## config.mk

```make
export PLATFORM = sky130hd
export DESIGN_NAME = lux_seq
export DESIGN_NICKNAME = d
export VERILOG_FILES = /design/src/rtl/lux_pkg.sv /design/src/rtl/lux_cfg_regs.sv /design/src/rtl/lux_window_timer.sv /design/src/rtl/lux_accum.sv /design/src/rtl/lux_result.sv /design/src/rtl/lux_seq.sv
export SDC_FILE = /design/constraint.sdc
export NUM_CORES = 1
export LEC_CHECK = 0
export BUFFER_PORTS_ARGS = -buffer_cell sky130_fd_sc_hd__buf_2
export CAP_MARGIN = 20
export CORE_MARGIN = 1.5
export CORE_UTILIZATION = 50
export CTS_CLUSTER_DIAMETER = 100
export DETAILED_ROUTE_END_ITERATION = 6
export HOLD_SLACK_MARGIN = 0.03
export PLACE_DENSITY = 0.75
export REMOVE_ABC_BUFFERS = 1
export SYNTH_ARGS = -nofsm -noshare
export SYNTH_HDL_FRONTEND = slang
export SYNTH_HIERARCHICAL = 1
export SYNTH_SLANG_ARGS = --single-unit
export TNS_END_PERCENT = 50
```

## constraint.sdc

```tcl
create_clock -name clk -period 14.5 [get_ports clk]
set_input_delay 2.175 -clock clk [delete_from_list [all_inputs] [get_ports clk]]
set_output_delay 2.175 -clock clk [all_outputs]
set_load 0.01 [all_outputs]
```

## src/rtl/lux_pkg.sv

```systemverilog
// Shared settings for the light sensor integration sequencer.
// Assumes the resolution code steps n down by STEP_BITS from MAX_BITS.
package lux_pkg;
    localparam int MAX_BITS  = 16;
    localparam int STEP_BITS = 4;

    // Channel selector values; their encoding is visible at the ports.
    typedef enum logic [1:0] {
        SEL_CH1  = 2'b00,
        SEL_CH2  = 2'b01,
        SEL_DIFF = 2'b10,
        SEL_IDLE = 2'b11
    } chan_sel_e;

    // Registered settings.
    typedef struct packed {
        logic      run;
        logic      sleep;
        logic      ext;
        chan_sel_e sel;
        logic [1:0] res;
    } cfg_t;
endpackage

```

## src/rtl/lux_cfg_regs.sv

```systemverilog
// Settings register: loads every field on a write strobe and reports
// whether the converter may run. Assumes writes are single-cycle strobes.
module lux_cfg_regs
    import lux_pkg::*;
(
    input  logic       clk,
    input  logic       rst_n,
    input  logic       cfg_wr,
    input  logic       cfg_run,
    input  logic       cfg_sleep,
    input  logic       cfg_ext,
    input  logic [1:0] cfg_sel,
    input  logic [1:0] cfg_res,
    output cfg_t       cfg_q,
    output logic       active
);
    // Hold the settings; defaults keep the core stopped.
    always_ff @(posedge clk) begin
        if (!rst_n) begin
            cfg_q <= '{run: 1'b0, sleep: 1'b0, ext: 1'b0, sel: SEL_CH1, res: 2'b00};
        end else if (cfg_wr) begin
            cfg_q <= '{run: cfg_run, sleep: cfg_sleep, ext: cfg_ext,
                       sel: chan_sel_e'(cfg_sel), res: cfg_res};
        end
    end

    // The converter runs only when enabled, awake and given a channel.
    always_comb active = cfg_q.run && !cfg_q.sleep && (cfg_q.sel != SEL_IDLE);
endmodule

```

## src/rtl/lux_window_timer.sv

```systemverilog
// Window timer: in internal mode it counts 2^n cycles per window, in
// external mode a host sync closes the window. Assumes MAX_BITS > 3*STEP_BITS.
module lux_window_timer #(
    parameter int MAX_BITS  = 16,
    parameter int STEP_BITS = 4
) (
    input  logic       clk,
    input  logic       rst_n,
    input  logic       clear,
    input  logic       ext_mode,
    input  logic [1:0] res_code,
    input  logic       sync_cmd,
    output logic       win_end
);
    localparam logic [MAX_BITS-1:0] ALL_ONES = '1;

    logic [MAX_BITS-1:0] tcnt;
    logic [MAX_BITS-1:0] last_cnt;

    // Index of the last cycle of an internal window: 2^n - 1.
    always_comb last_cnt = ALL_ONES >> (STEP_BITS * int'(res_code));

    // Window closes on the sync (external) or on the last count (internal).
    always_comb win_end = !clear && (ext_mode ? sync_cmd : (tcnt == last_cnt));

    // Cycle counter; parked at zero in external mode or when cleared.
    always_ff @(posedge clk) begin
        if (!rst_n || clear || win_end || ext_mode) begin
            tcnt <= '0;
        end else begin
            tcnt <= tcnt + 1'b1;
        end
    end
endmodule

```

## src/rtl/lux_accum.sv

```systemverilog
// Pulse accumulator: sums the selected channel over a window, keeps the
// first differential phase and flags when a final count is ready.
// Assumes at most one pulse per channel per clock.
module lux_accum #(
    parameter int MAX_BITS = 16
) (
    input  logic                clk,
    input  logic                rst_n,
    input  logic                abort,
    input  logic                win_end,
    input  logic                diff_mode,
    input  logic                sel_ch2,
    input  logic                ch1_pulse,
    input  logic                ch2_pulse,
    output logic                fin,
    output logic [MAX_BITS:0]   fin_cnt,
    output logic [MAX_BITS:0]   first_cnt
);
    localparam int ACC_W = MAX_BITS + 1;

    logic [ACC_W-1:0] acc;
    logic             phase_b;
    logic             pulse;

    // Pick the channel: fixed, or channel 2 during the second phase.
    always_comb pulse = (sel_ch2 || (diff_mode && phase_b)) ? ch2_pulse : ch1_pulse;

    // Count including this cycle, saturating at all ones.
    always_comb fin_cnt = (&acc) ? acc : acc + {{(ACC_W-1){1'b0}}, pulse};

    // A result is ready at every window end except the first phase.
    always_comb fin = win_end && !(diff_mode && !phase_b);

    // Accumulate, and on a window end restart and advance the phase.
    always_ff @(posedge clk) begin
        if (!rst_n || abort) begin
            acc       <= '0;
            phase_b   <= 1'b0;
            first_cnt <= '0;
        end else if (win_end) begin
            acc <= '0;
            if (diff_mode && !phase_b) begin
                first_cnt <= fin_cnt;
                phase_b   <= 1'b1;
            end else begin
                phase_b   <= 1'b0;
            end
        end else begin
            acc <= fin_cnt;
        end
    end
endmodule

```

## src/rtl/lux_result.sv

```systemverilog
// Result stage: saturates single-channel counts, clamps differences to
// the signed range of the resolution, and registers data and strobe.
module lux_result #(
    parameter int MAX_BITS  = 16,
    parameter int STEP_BITS = 4
) (
    input  logic                clk,
    input  logic                rst_n,
    input  logic                fin,
    input  logic                diff_mode,
    input  logic [1:0]          res_code,
    input  logic [MAX_BITS:0]   fin_cnt,
    input  logic [MAX_BITS:0]   first_cnt,
    output logic [MAX_BITS-1:0] res_data,
    output logic                res_valid
);
    localparam int ACC_W = MAX_BITS + 1;
    localparam logic [ACC_W-1:0] CAP_TOP = {1'b0, {MAX_BITS{1'b1}}};

    logic [ACC_W-1:0]        umax;
    logic [MAX_BITS-1:0]     single_val;
    logic signed [ACC_W:0]   diff_raw;
    logic signed [ACC_W:0]   pos_lim;
    logic signed [ACC_W:0]   neg_lim;
    logic [MAX_BITS-1:0]     diff_val;
    logic [MAX_BITS-1:0]     next_data;

    // Format the finished count as saturated unsigned or clamped signed.
    always_comb begin
        umax       = CAP_TOP >> (STEP_BITS * int'(res_code));
        single_val = (fin_cnt > umax) ? umax[MAX_BITS-1:0] : fin_cnt[MAX_BITS-1:0];
        diff_raw   = $signed({1'b0, first_cnt}) - $signed({1'b0, fin_cnt});
        pos_lim    = $signed({2'b00, umax[ACC_W-1:1]});
        neg_lim    = ~pos_lim;
        if (diff_raw > pos_lim) begin
            diff_val = pos_lim[MAX_BITS-1:0];
        end else if (diff_raw < neg_lim) begin
            diff_val = neg_lim[MAX_BITS-1:0];
        end else begin
            diff_val = diff_raw[MAX_BITS-1:0];
        end
        next_data = diff_mode ? diff_val : single_val;
    end

    // Register the strobe every cycle and the data only on a new result.
    always_ff @(posedge clk) begin
        if (!rst_n) begin
            res_valid <= 1'b0;
            res_data  <= '0;
        end else begin
            res_valid <= fin;
            if (fin) begin
                res_data <= next_data;
            end
        end
    end
endmodule

```

## src/rtl/lux_seq.sv

```systemverilog
// Light sensor integration sequencer top: settings register, window
// timer, accumulator and result stage. Any settings write aborts the
// running window.
module lux_seq
    import lux_pkg::*;
#(
    parameter int MAX_BITS  = lux_pkg::MAX_BITS,
    parameter int STEP_BITS = lux_pkg::STEP_BITS
) (
    input  logic                clk,
    input  logic                rst_n,
    input  logic                cfg_wr,
    input  logic                cfg_run,
    input  logic                cfg_sleep,
    input  logic                cfg_ext,
    input  logic [1:0]          cfg_sel,
    input  logic [1:0]          cfg_res,
    input  logic                sync_cmd,
    input  logic                ch1_pulse,
    input  logic                ch2_pulse,
    output logic [MAX_BITS-1:0] res_data,
    output logic                res_valid
);
    cfg_t              cfg_q;
    logic              active;
    logic              abort;
    logic              win_end;
    logic              fin;
    logic              diff_mode;
    logic              sel_ch2;
    logic [1:0]        sel_q;
    logic [1:0]        res_q;
    logic [MAX_BITS:0] fin_cnt;
    logic [MAX_BITS:0] first_cnt;

    // Decode the registered settings for the datapath.
    always_comb begin
        abort     = cfg_wr || !active;
        diff_mode = (cfg_q.sel == SEL_DIFF);
        sel_ch2   = (cfg_q.sel == SEL_CH2);
        sel_q     = cfg_q.sel;
        res_q     = cfg_q.res;
    end

    lux_cfg_regs u_cfg (
        .clk       (clk),
        .rst_n     (rst_n),
        .cfg_wr    (cfg_wr),
        .cfg_run   (cfg_run),
        .cfg_sleep (cfg_sleep),
        .cfg_ext   (cfg_ext),
        .cfg_sel   (cfg_sel),
        .cfg_res   (cfg_res),
        .cfg_q     (cfg_q),
        .active    (active)
    );

    lux_window_timer #(.MAX_BITS(MAX_BITS), .STEP_BITS(STEP_BITS)) u_timer (
        .clk      (clk),
        .rst_n    (rst_n),
        .clear    (abort),
        .ext_mode (cfg_q.ext),
        .res_code (res_q),
        .sync_cmd (sync_cmd),
        .win_end  (win_end)
    );

    lux_accum #(.MAX_BITS(MAX_BITS)) u_acc (
        .clk       (clk),
        .rst_n     (rst_n),
        .abort     (abort),
        .win_end   (win_end),
        .diff_mode (diff_mode),
        .sel_ch2   (sel_ch2),
        .ch1_pulse (ch1_pulse),
        .ch2_pulse (ch2_pulse),
        .fin       (fin),
        .fin_cnt   (fin_cnt),
        .first_cnt (first_cnt)
    );

    lux_result #(.MAX_BITS(MAX_BITS), .STEP_BITS(STEP_BITS)) u_res (
        .clk       (clk),
        .rst_n     (rst_n),
        .fin       (fin),
        .diff_mode (diff_mode),
        .res_code  (res_q),
        .fin_cnt   (fin_cnt),
        .first_cnt (first_cnt),
        .res_data  (res_data),
        .res_valid (res_valid)
    );
endmodule

```

======== After elaboration in Yosys (flattened, before gate mapping) ========
Cells that the tools add are included.
word-level totals
  output and inout port bits .............. 17
  input port bits ......................... 13
  word-level logic and storage cells ...... 52
  register bits after elaboration ......... 75
operators by class
  eq/ne operators ......................... 4
  add/sub/neg operators ................... 3
  bitwise logic cells ..................... 1
  shifts and indexed selects .............. 2
  muxes and demuxes ....................... 8
  order comparisons ....................... 3
  reduce and logical (&&, ||, !) cells .... 20
operators by type and width
  kind                   number
  $mux 16                4
  $gt 18x17->1           1
  $lt 18x18->1           1
  $not 16->18            1
  $sub 17x17->18         1
  $add 17x1->17          1
  $gt 17x17->1           1
  $mux 17                1
  $reduce_and 17->1      1
  $shr 16x4->17 const A  1
  $add 16x1->16 const B  1
  $eq 16x16->1           1
  $shr 16x4->16 const A  1
  $logic_and 1x1->1      6
  $logic_not 1->1        6
  $logic_or 1x1->1       5
  $mux 1                 3
  $eq 2x1->1 const B     1
  $eq 2x2->1 const B     1
  $ne 2x2->1 const B     1
  $reduce_and 2->1       1
  $reduce_or 2->1        1

======== Depth between registers and ports, before layout ========
Gate-level depths: netlist (run 1).
  word-level depth ........................ 11
  gate-level depth with buffers ........... 30
  depth with buffers taken out ............ 29

======== Modules after synthesis ========
The synthesis (run 1) kept the hierarchy.
by module, submodules not included
  module            cells each  area an instance (µm²)  instances  sequential area each (µm²)
  lux_result        376         2830.2                  1          340.3
  lux_accum         192         1596.5                  1          700.7
  lux_window_timer  89          827.0                   1          320.3
  lux_cfg_regs      24          276.5                   1          140.1
  lux_seq           3           21.3                    1          0.0

======== Worst setup path after synthesis (run 1) ========
Ideal clock, no wire load.
  path type ............................... in2reg
  from .................................... in ch1_pulse
  to ...................................... reg u_res.res_data[4]
  path slack .............................. 7.428 ns
  stages .................................. 26
  arrival ................................. 6.954 ns
  setup time .............................. 0.117 ns
  buffers on the path ..................... 0
  data required time ...................... 14.383 ns
  cell sequence ........................... mux2_2 > ha_1 > ha_1 > and3_1 > nand3_1 > a31oi_1 > nor2_1 > inv_1 > ha_1 > a211oi_1 > nand2_1 > o221ai_1 > a21oi_1 > o31ai_1 > nand3_1 > nor2b_1 > ha_1 > nand3_1 > o221ai_1 > a2111oi_2 > o221ai_1 > a211o_1 > o31ai_4 > nand2_2 > a211o_1 > a32o_1
between the ends
  cells in the longest elaborated chain, start to end .. 8
  elaborated cells on any way between the ends .. 11
  those cells by class .................... 2 x add/sub; 3 x order compare; 6 x mux
ends and longest elaborated chain
  element               line              source
  start, declared       lux_seq.sv:19     input logic ch1_pulse,
  $mux 1 (*)            lux_accum.sv:26   always_comb pulse = (sel_ch2 || (diff_mode && phase_b)) ? ch2_pulse : ch1_pulse;
  $add 17x1->17 (*)     lux_accum.sv:29   always_comb fin_cnt = (&acc) ? acc : acc + {{(ACC_W-1){1'b0}}, pulse};
  $mux 17 (*)           lux_accum.sv:29
  via fin_cnt[6]        lux_seq.sv:33     logic [MAX_BITS:0] fin_cnt;
  $sub 17x17->18        lux_result.sv:32  diff_raw = $signed({1'b0, first_cnt}) - $signed({1'b0, fin_cnt});
  $lt 18x18->1          lux_result.sv:37  end else if (diff_raw < neg_lim) begin
  $mux 16               lux_result.sv:37
  $mux 16               lux_result.sv:35  if (diff_raw > pos_lim) begin
  $mux 16 (*)           lux_result.sv:42  next_data = diff_mode ? diff_val : single_val;
  end signal, assigned  lux_result.sv:53  res_data <= next_data;
  end, declared         lux_result.sv:14  output logic [MAX_BITS-1:0] res_data,
The timed path passes the listed nets; every way through them passes the cells marked *.
A chain may end at the register's enable or synchronous reset.

======== Worst setup path after layout (run 1) ========
  from .................................... in ch1_pulse
  to ...................................... reg u_res.res_data[5]
Same word-level chain as after synthesis.

==> impl_metrics.csv, run 1 <==
group,metric,value,unit
timing,min_period_over_period,57.2,%
clock_tree,numCtsBuffers,9,
pwr,share_seq_of_total_power,44.7,%
synthesis,yosys_warnings,6,
critical_path,crit_path_end_kind,"register",
finish,final_common_cell,"dfxtp_1",
clock_tree,post_cts_buffers,0,
timing,final.min_clock_period,8.30,ns
synthesis,ys_types,77,
global_route,grt_antenna_before_repair,0,
timing,fmaxAchievable,121,MHz
placement,placed_area,5760,µm²
clock_tree,post_cts_resized,0,
clock_tree,clock_latency,0.38,ns
critical_path,path_buf_inv,4,
synthesis,synth_enable_flop_cells,0,
floorplan,fp.dieArea,11700,µm²
timing,finalSetupViolations,0,
critical_path,worstReg2RegStart,"u_cfg/cfg_q[2]",
floorplan,die_x,108,µm
timing,rsz0062_at_grt,"false",
detailed_routing,drt_pass1_iterations,5,
pwr,power_leakage,2.55,nW
synthesis,ys_ff_latch,75,
synthesis,synth_area_per_cell,8.12,µm²
detailed_routing,drc,0,
placement,gp_congestion,0.957,
worst_hold_path,min_path_type,"register to register",
job,drv_cap,0,
finish,synthToLayoutAreaGrowth,7.96,%
detailed_routing,wl_per_cell,16.1,µm
floorplan,die_h,108,µm
finish,final_area,5990,µm²
critical_path,path_class,"input port to register",
critical_path,critPathTopFamily,"compound AO/OA/AOI/OAI gates",
critical_path,critPathMaxStageDelay,0.57,ns
pwr,pwr-share-clk,41.2,%
detailed_routing,drt-initial-drc-count,413,
worst_hold_path,min-delay-start,"u_res/res_data[2]",
timing,relSlewSlack,32.1,%
clock_tree,clk_pin_slew,0.09,ns
pwr,switchingPower,0.000135,W
clock_tree,h-tree-depth,3,
pwr,ir_drop,0.102,mV
critical_path,r2r_cells,29,
synthesis,synth_cells,684,
finish,drive_above_1_share,11.6,%
timing,setup_tns,0,ns
clock_tree,cts_tree,"built",
timing,finalHoldViolCount,0,
global_route,overflow,0,
clock_tree,postCtsHoldBufs,0,
finish,nets,775,
outcome,outcome,"finished clean",
synthesis,synthFlopType,"dfxtp_1",
global_route,grt_max_degree,32,
synthesis,seq_area_frac_synth,27.0,%
critical_path,rr_endpoint,"u_res/res_data[5]",
finish,n_antenna_cell,0,
floorplan,start_util,51.2,%
timing,finalMaxSlewViolations,0,
floorplan,rows,38,
global_route,grt_pass1_wl,22600,µm
synthesis,syn-cell-area,5550,µm²
pwr,pwr-share-comb,14.1,%
placement,dpl_worst_slack,6.07,ns
critical_path,worstSetupStartpointType,"input port",
pwr,powerDensity,78.1,nW/µm²
timing,tightestPinTransition,1.01,ns
clock_tree,cts_buffer_depth,2,
clock_tree,clockRootBuffer,"clkbuf_8",
global_route,track_usage,24.8,%
timing,whs,0.461,ns
detailed_routing,ant_nets,0,
critical_path,worstPathRequired,14.77,ns
critical_path,crit_slowest_cell,"nor4_1",
global_route,grt_pass1_vias,4697,
critical_path,arrival,8.57,ns
timing,layout_setup_ws,6.20,ns
worst_hold_path,min_path_cells,1,
pwr,internal_power,0.000333,W
placement,hpwlAfterDp,10300,µm
critical_path,r2r_slack,6.88,ns
detailed_routing,vias,5006,
pwr,p_sw_share,28.8,%
floorplan,io_pins,30,
critical_path,critical_path.max_fanout,14,
finish,final_cell_mix,"dfxtp_1 (75), a21oi_1 (57), ha_1 (57), nor2_1 (55), inv_1 (52)",
detailed_routing,vias_per_cell,5.90,
synthesis,async_flop_share,0,%
clock_tree,cts_sinks,75,
worst_hold_path,min_to,"u_res/res_data[2]",
finish,post-route-util,55.3,%
timing,finalClockSkew,0.0105,ns
placement,place.port_buffers,29,
detailed_routing,wl,13700,µm
floorplan,core,10800,µm²
sequential cells by signal, indices dropped and copies added (netlist names):
name	flops
u_acc/phase_b	1
u_cfg/cfg_q	7
u_res/res_valid	1
u_timer/tcnt	16
u_res/res_data	16
u_acc/acc	17
u_acc/first_cnt	17
cell usage after synthesis, types with 11 or more instances:
master    instances  area [µm²]
a21oi_1          57         285
clkbuf_1         15        56.3
dfxtp_1          75        1500
ha_1             57         713
inv_1            52         195
mux2i_1          13         130
nand2_1          51         191
nand3_1          24         120
nand4_1          15        93.8
nor2_1           55         206
nor2b_1          15        93.8
nor3_1           28         140
nor4_1           11        68.8
o21ai_0          34         170
xnor2_1          17         149
xor2_1           15         131
per-stage QoR:
stage	std cells	power [W]
final	849	0.000468
after global routing	849	0.000489
after CTS	849	0.000472
after detailed placement	833	0.000278
after global placement	833	0.000276
after floorplan	662	0.000262
logic make-up after synthesis:
group,synth area share (%)
adder cells (fa/ha/maj),13.2
AO/OA/AOI/OAI,20.5
flip-flops,27.0
multiplexers,3.56
XOR/XNOR,5.05
AND/OR/NAND/NOR,24.8
buffers and inverters,5.77
routing by layer:
layer  up-vias  track usage, %  part of all wire (%)
li1       2509               -                     -
met1      2323            31.2                    44
met2       150            41.4                    48
met3        24            5.49                   5.4
met4         0            9.12                   2.4
met5         -               0                     0
layout make-up:
cell class | instances | area [µm²]
clock buffers | 9 | 124
clock inverters | 7 | 108
fillers | 1029 | 4850
inverters | 52 | 195
multi-input cells | 535 | 3730
flip-flops and latches | 75 | 1500
well taps | 140 | 175
repair buffers | 31 | 160
power by group through the flow:
stage / Sequential, W / Clock [W] / Combinational (W)
CTS: 0.000209 / 0.000198 / 0.0000646
global route: 0.000210 / 0.000206 / 0.0000730
floorplan: 0.000214 / 0 / 0.0000481
detailed placement: 0.000214 / 0 / 0.0000639
finish: 0.000209 / 0.000193 / 0.0000660
global placement: 0.000214 / 0 / 0.0000619
worst max path at each step:
stage	from	endpoint	slack, ns	depth (start not counted)
after floorplan	ch1_pulse	u_res/res_data[4]	7.27	26
after global placement	ch1_pulse	u_res/res_data[4]	6.04	28
after detailed placement	ch1_pulse	u_res/res_data[5]	6.07	28
after CTS	ch1_pulse	u_res/res_data[5]	6.43	28
after global routing	ch1_pulse	u_res/res_data[5]	5.82	28
final	ch1_pulse	u_res/res_data[5]	6.20	28
(Power assumes the default switching activity.)
==> run 2: changes to the inputs <==
--- a/config.mk
+++ b/config.mk
@@ -5,6 +5,7 @@
 export SDC_FILE = /design/constraint.sdc
 export NUM_CORES = 1
 export LEC_CHECK = 0
+export ABC_AREA = 1
 export BUFFER_PORTS_ARGS = -buffer_cell sky130_fd_sc_hd__buf_2
 export CAP_MARGIN = 20
 export CORE_MARGIN = 1.5
==> constraint.sdc (replaced) <==
create_clock -name clk -period 8.42 [get_ports clk]
set_input_delay 1.263 -clock clk [delete_from_list [all_inputs] [get_ports clk]]
set_output_delay 1.263 -clock clk [all_outputs]
set_load 0.01 [all_outputs]
==> run 2 against run 1 <==
Compared with the run above:
- non-clock buffer count unchanged
- flip-flop and latch count unchanged
- final area up 6.7%
- highest routed layer unchanged
- largest cell class unchanged
- critical endpoint is now u_res/res_data[12]
- clock skew down 0.0025 ns
==> impl_metrics.csv, run 2 <==
group,metric,value,unit
critical_path,r2r_slack,2.41,ns
clock_tree,clock_latency,0.34,ns
clock_tree,numCtsBuffers,9,
detailed_routing,vias_per_cell,5.30,
floorplan,die_h,111,µm
detailed_routing,drt_pass1_iterations,5,
detailed_routing,ant_nets,0,
clock_tree,cts_buffer_depth,2,
synthesis,synth_cells,886,
clock_tree,clockRootBuffer,"clkbuf_16",
timing,finalClockSkew,0.00798,ns
floorplan,core,11400,µm²
synthesis,synthFlopType,"dfxtp_1",
critical_path,arrival,6.30,ns
clock_tree,cts_tree,"built",
finish,register_area,1500,µm²
outcome,outcome,"finished clean",
clock_tree,post_cts_buffers,0,
pwr,p_total,0.000913,W
synthesis,yosys_warnings,6,
floorplan,die_x,111,µm
detailed_routing,drt-initial-drc-count,332,
placement,placed_area,6070,µm²
global_route,grt_antenna_before_repair,0,
global_route,track_usage,25.1,%
global_route,grt_max_degree,26,
synthesis,synth.most_common_cell,"nand2_1",
finish,n_antenna_cell,0,
timing,fmaxAchievable,166,MHz
synthesis,syn-cell-area,5840,µm²
job,drv_cap,0,
pwr,powerDensity,143,nW/µm²
synthesis,ys_types,47,
timing,tightestPinTransition,0.826,ns
clock_tree,post_cts_resized,0,
finish,nets,983,
worst_hold_path,min_path_type,"register to register",
floorplan,rows,39,
clock_tree,clk_pin_slew,0.07,ns
synthesis,synth_enable_flop_cells,0,
critical_path,worstSetupStartpointType,"register",
finish,multi_input_area,3760,µm²
synthesis,seq_area_frac_synth,25.7,%
synthesis,async_flop_share,0,%
placement,place.port_buffers,29,
synthesis,ys_ff_latch,75,
clock_tree,cts_sinks,75,
critical_path,crit_path_end_kind,"register",
timing,final.min_clock_period,6.01,ns
synthesis,synth_top_area_share,25.7,%
timing,finalHoldViolCount,0,
global_route,overflow,0,
clock_tree,h-tree-depth,3,
global_route,grt_pass1_vias,5401,
critical_path,critical_path.max_fanout,11,
timing,relSlewSlack,44.7,%
critical_path,path_class,"register to register",
timing,setup_tns,0,ns
critical_path,worstReg2RegStart,"u_cfg/cfg_q[3]",
critical_path,endpoint,"u_res/res_data[12]",
timing,finalSetupViolations,0,
timing,rsz0062_at_grt,"false",
floorplan,start_util,51.1,%
placement,gp_congestion,0.932,
finish,largestRegisters,"u_acc/acc (17), u_acc/first_cnt (17)",
synthesis,synthTopCellsByArea,"dfxtp_1 (26%), nand2_1 (15%), ha_1 (12%)",
detailed_routing,wl,15000,µm
detailed_routing,wl_per_cell,14.1,µm
detailed_routing,drc,0,
clock_tree,postCtsHoldBufs,0,
finish,final_common_cell,"nand2_1",
finish,nFillCells,1130,
placement,hpwlAfterDp,11600,µm
global_route,grt_pass1_wl,25300,µm
finish,final_area,6390,µm²
pwr,power_leakage,3.08,nW
critical_path,cp_common_cell,"nand2_1",
detailed_routing,vias,5618,
synthesis,yosysTopAreaCell,"dfxtp_1",
finish,drive_above_1_share,10.7,%
synthesis,synth_common_cells,"nand2_1 (233), inv_1 (122), nor2_1 (117)",
timing,finalMaxSlewViolations,0,
floorplan,io_pins,30,
critical_path,r2r_cells,34,
floorplan,fp.dieArea,12300,µm²
pwr,ir_drop,0.121,mV
critical_path,critPathMaxStageDelay,0.62,ns
timing,min_period_over_period,71.4,%
finish,synthToLayoutAreaGrowth,9.47,%
critical_path,worstPathRequired,8.71,ns
finish,final_cell_mix,"nand2_1 (233), inv_1 (122), nor2_1 (117), dfxtp_1 (75), ha_1 (57)",
critical_path,startpoint,"u_cfg/cfg_q[3]",
critical_path,rr_endpoint,"u_res/res_data[12]",
synthesis,synth_area_per_cell,6.59,µm²
critical_path,crit_slowest_cell,"nor2_1",
-- run 2: worst min-delay path by stage --
stage,slack [ns],startpoint,endpoint,depth (start not counted)
2_1_floorplan,0.42,u_timer/tcnt[0],u_timer/tcnt[0],1
3_3_place_gp,0.43,u_timer/tcnt[0],u_timer/tcnt[0],1
3_5_place_dp,0.45,u_timer/tcnt[0],u_timer/tcnt[0],1
4_1_cts,0.46,u_timer/tcnt[0],u_timer/tcnt[0],1
5_1_grt,0.47,u_timer/tcnt[0],u_timer/tcnt[0],1
6_report,0.46,u_timer/tcnt[0],u_timer/tcnt[0],1
-- run 2: cells by family (layout without fill, tap and decap cells) --
kind of cell,Yosys count,in the layout,share of synthesized area [%]
buf+inv,142,173,9.92
mux,1,1,0.193
xor+xnor,33,33,5.08
compound gates,120,120,12.4
fa+ha+maj,58,58,12.6
flops,75,75,25.7
simple gates,457,457,34.2
-- run 2: metal layers --
metal / up-vias / global-route usage [%] / part of all wire, %
met5: - / 0 / 0
met2: 170 / 43.3 / 47
met3: 45 / 4.92 / 5.4
met4: 0 / 11.6 / 3.9
li1: 2887 / - / -
met1: 2516 / 30.2 / 44
-- run 2: cell type report --
type / instances / share of cell area (%)
Multi-Input combinational cell: 669 / 58.8
Clock buffer: 9 / 3.52
Tap cell: 143 / 2.80
Clock inverter: 7 / 1.49
Timing Repair Buffer: 31 / 2.51
Sequential cell: 75 / 23.5
Inverter: 126 / 7.40
-- run 2: critical path, delay by kind of cell (launching register included) --
family | cells | cell delay (ns)
AOI/OAI and AO/OA | 3 | 0.61
xor gates and xnor gates | 2 | 0.43
buffers and inverters | 5 | 0.44
DFF | 1 | 0.38
and+or+nand+nor | 20 | 2.92
adders and majority gates | 3 | 0.84
muxes | 1 | 0.30
-- run 2: stage by stage --
step	util (%)	cells	hold WS, ns	setup WS, ns
floorplan	-	870	0.418	3.35
finish	56.0	1060	0.455	2.41
CTS	56.0	1060	0.459	2.49
global placement	53.2	1044	0.431	2.66
global route	56.0	1060	0.468	1.80
detailed placement	53.2	1044	0.446	2.59
-- run 2: where the power goes --
| group | switching [W] | leakage [nW] | internal [W] |
|---|---|---|---|
| clock network | 0.000176 | 0.157 | 0.000239 |
| logic | 0.0000906 | 2.32 | 0.0000458 |
| registers | 0.00000451 | 0.606 | 0.000358 |
| total | 0.000271 | 3.08 | 0.000642 |
==> run 3: changes to the inputs <==
==> constraint.sdc (replaced) <==
create_clock -name clk -period 5.6 [get_ports clk]
set_input_delay 0.84 -clock clk [delete_from_list [all_inputs] [get_ports clk]]
set_output_delay 0.84 -clock clk [all_outputs]
set_load 0.01 [all_outputs]
==> run 3 against run 2 <==
Compared with the run above:
- global-route usage rose by 0.36 points
- clock skew is 0.0038 ns higher
- count of clock-buffer cells in the layout up 1
- clock power increased by 59%
- via count up 0.91%
- hold slack worse by 0.0072 ns
- total power up 55%
- largest cell class unchanged
- largest power group unchanged
==> impl_metrics.csv, run 3 (synthesized netlist as in run 2, its figures left out) <==
group,metric,value,unit
detailed_routing,vias,5669,
critical_path,worstPathRequired,5.84,ns
clock_tree,cts_sinks,75,
critical_path,crit_slowest_cell,"fa_1",
detailed_routing,drt_pass1_iterations,5,
critical_path,crit_path_end_kind,"register",
clock_tree,numCtsBuffers,9,
timing,final.min_clock_period,5.17,ns
timing,rsz0062_at_grt,"false",
finish,synthToLayoutAreaGrowth,10.6,%
critical_path,critical_path.max_fanout,11,
clock_tree,clock_latency,0.35,ns
job,drv_cap,0,
timing,finalSetupViolations,0,
finish,instances_no_fill,1066,
finish,final_common_cell,"nand2_1",
outcome,outcome,"finished clean",
clock_tree,h-tree-depth,3,
floorplan,fp.dieArea,12300,µm²
detailed_routing,wl,15400,µm
timing,finalClockSkew,0.0118,ns
pwr,power_leakage,3.12,nW
critical_path,r2r_slack,0.43,ns
floorplan,io_pins,30,
finish,register_area,1500,µm²
floorplan,start_util,51.1,%
worst_hold_path,min-delay-start,"u_timer/tcnt[0]",
finish,final_cell_mix,"nand2_1 (232), inv_1 (122), nor2_1 (117), dfxtp_1 (75), ha_1 (57)",
detailed_routing,ant_nets,0,
detailed_routing,drc,0,
critical_path,critPathMaxStageDelay,0.51,ns
floorplan,die_x,111,µm
pwr,ir_drop,0.161,mV
global_route,track_usage,25.5,%
timing,min_period_over_period,92.3,%
clock_tree,clk_pin_slew,0.07,ns
global_route,grt_max_degree,26,
critical_path,cp_common_cell,"nand2_1",
finish,drive_above_1_share,11.5,%
floorplan,die_h,111,µm
finish,largestRegisters,"u_acc/acc (17), u_acc/first_cnt (17)",
timing,layout_setup_ws,0.430,ns
placement,hpwlAfterDp,11800,µm
global_route,overflow,0,
critical_path,rr_endpoint,"u_res/res_data[14]",
finish,nFillCells,1152,
global_route,grt_antenna_before_repair,0,
clock_tree,cts_tree,"built",
placement,dpl_worst_slack,0.246,ns
pwr,powerDensity,219,nW/µm²
detailed_routing,drt-initial-drc-count,367,
timing,setup_tns,0,ns
timing,relSlewSlack,46.5,%
finish,multi_input_area,3770,µm²
finish,final_area,6460,µm²
timing,fmaxAchievable,193,MHz
global_route,grt_pass1_wl,25600,µm
timing,finalMaxSlewViolations,0,
placement,place.port_buffers,29,
detailed_routing,wl_per_cell,14.5,µm
critical_path,path_class,"register to register",
clock_tree,clockRootBuffer,"clkbuf_16",
clock_tree,cts_buffer_depth,2,
worst_hold_path,min_path_type,"register to register",
placement,gp_congestion,0.939,
critical_path,r2r_cells,30,
timing,finalHoldViolCount,0,
global_route,grt_pass1_vias,5465,
finish,nets,989,
critical_path,worstReg2RegStart,"u_cfg/cfg_q[2]",
worst_hold_path,min_path_cells,1,
critical_path,arrival,5.41,ns
placement,placedCellCount,1050,
timing,tightestPinTransition,0.801,ns
detailed_routing,vias_per_cell,5.32,
floorplan,rows,39,
worst_hold_path,min_to,"u_timer/tcnt[0]",
clock_tree,post_cts_buffers,0,
floorplan,core,11400,µm²
finish,n_antenna_cell,0,
critical_path,worstSetupStartpointType,"register",
placement,placed_area,6120,µm²
pwr,p_total,0.00141,W
## run 3: worst max-delay path, delay by kind of cell, from the launching register on
family / cells / cell delay, ns
AOI/OAI and AO/OA: 5 / 0.82
xor gates and xnor gates: 1 / 0.32
adders and majority gates: 4 / 1.33
buffers and inverters: 3 / 0.24
DFF: 1 / 0.37
muxes: 1 / 0.40
and+or+nand+nor: 16 / 1.57
## run 3: area by class of cell
class | instances | area share, %
sequential | 75 | 23.2
tap | 143 | 2.77
multi-input combinational | 669 | 58.3
clock inverter | 6 | 1.49
inverter | 126 | 7.32
clock buffer | 10 | 3.70
timing repair buffer | 37 | 3.18
## run 3: repair_timing
action                                  CTS  global route
gates resized for setup                   0             2
hold buffers                              0             0
endpoints found under the setup margin    0            14
## run 3: worst max-delay path by stage
stage	from	to	slack [ns]	cells past startpoint
after detailed placement	ch2_pulse	u_res/res_data[12]	0.25	31
final	u_cfg/cfg_q[2]	u_res/res_data[14]	0.43	30
after global routing	u_cfg/cfg_q[2]	u_res/res_data[7]	0.004	29
after global placement	ch1_pulse	u_res/res_data[12]	0.25	31
after floorplan	u_cfg/cfg_q[3]	u_res/res_data[12]	0.83	32
after CTS	u_cfg/cfg_q[2]	u_res/res_data[11]	0.31	30
## run 3: through the flow
stage | hold slack (ns) | util (%)
after floorplan | 0.418 | -
after global routing | 0.485 | 56.6
after CTS | 0.456 | 56.5
after global placement | 0.433 | 53.6
final | 0.448 | 56.6
after detailed placement | 0.439 | 53.6
## run 3: metal layers
metal / GRT usage, % / vias to the layer above / routed length, µm
met5: 0 / - / 0
met4: 12.0 / 0 / 552
met3: 4.37 / 49 / 856
met2: 43.5 / 180 / 7270
met1: 31.3 / 2550 / 6760
li1: - / 2890 / -
## run 3: power breakdown
part | switching [W] | total (W) | internal (W)
Clock | 0.000252 | 0.000661 | 0.000408
Sequential | 0.00000673 | 0.000545 | 0.000538
Combinational | 0.000138 | 0.000210 | 0.0000711
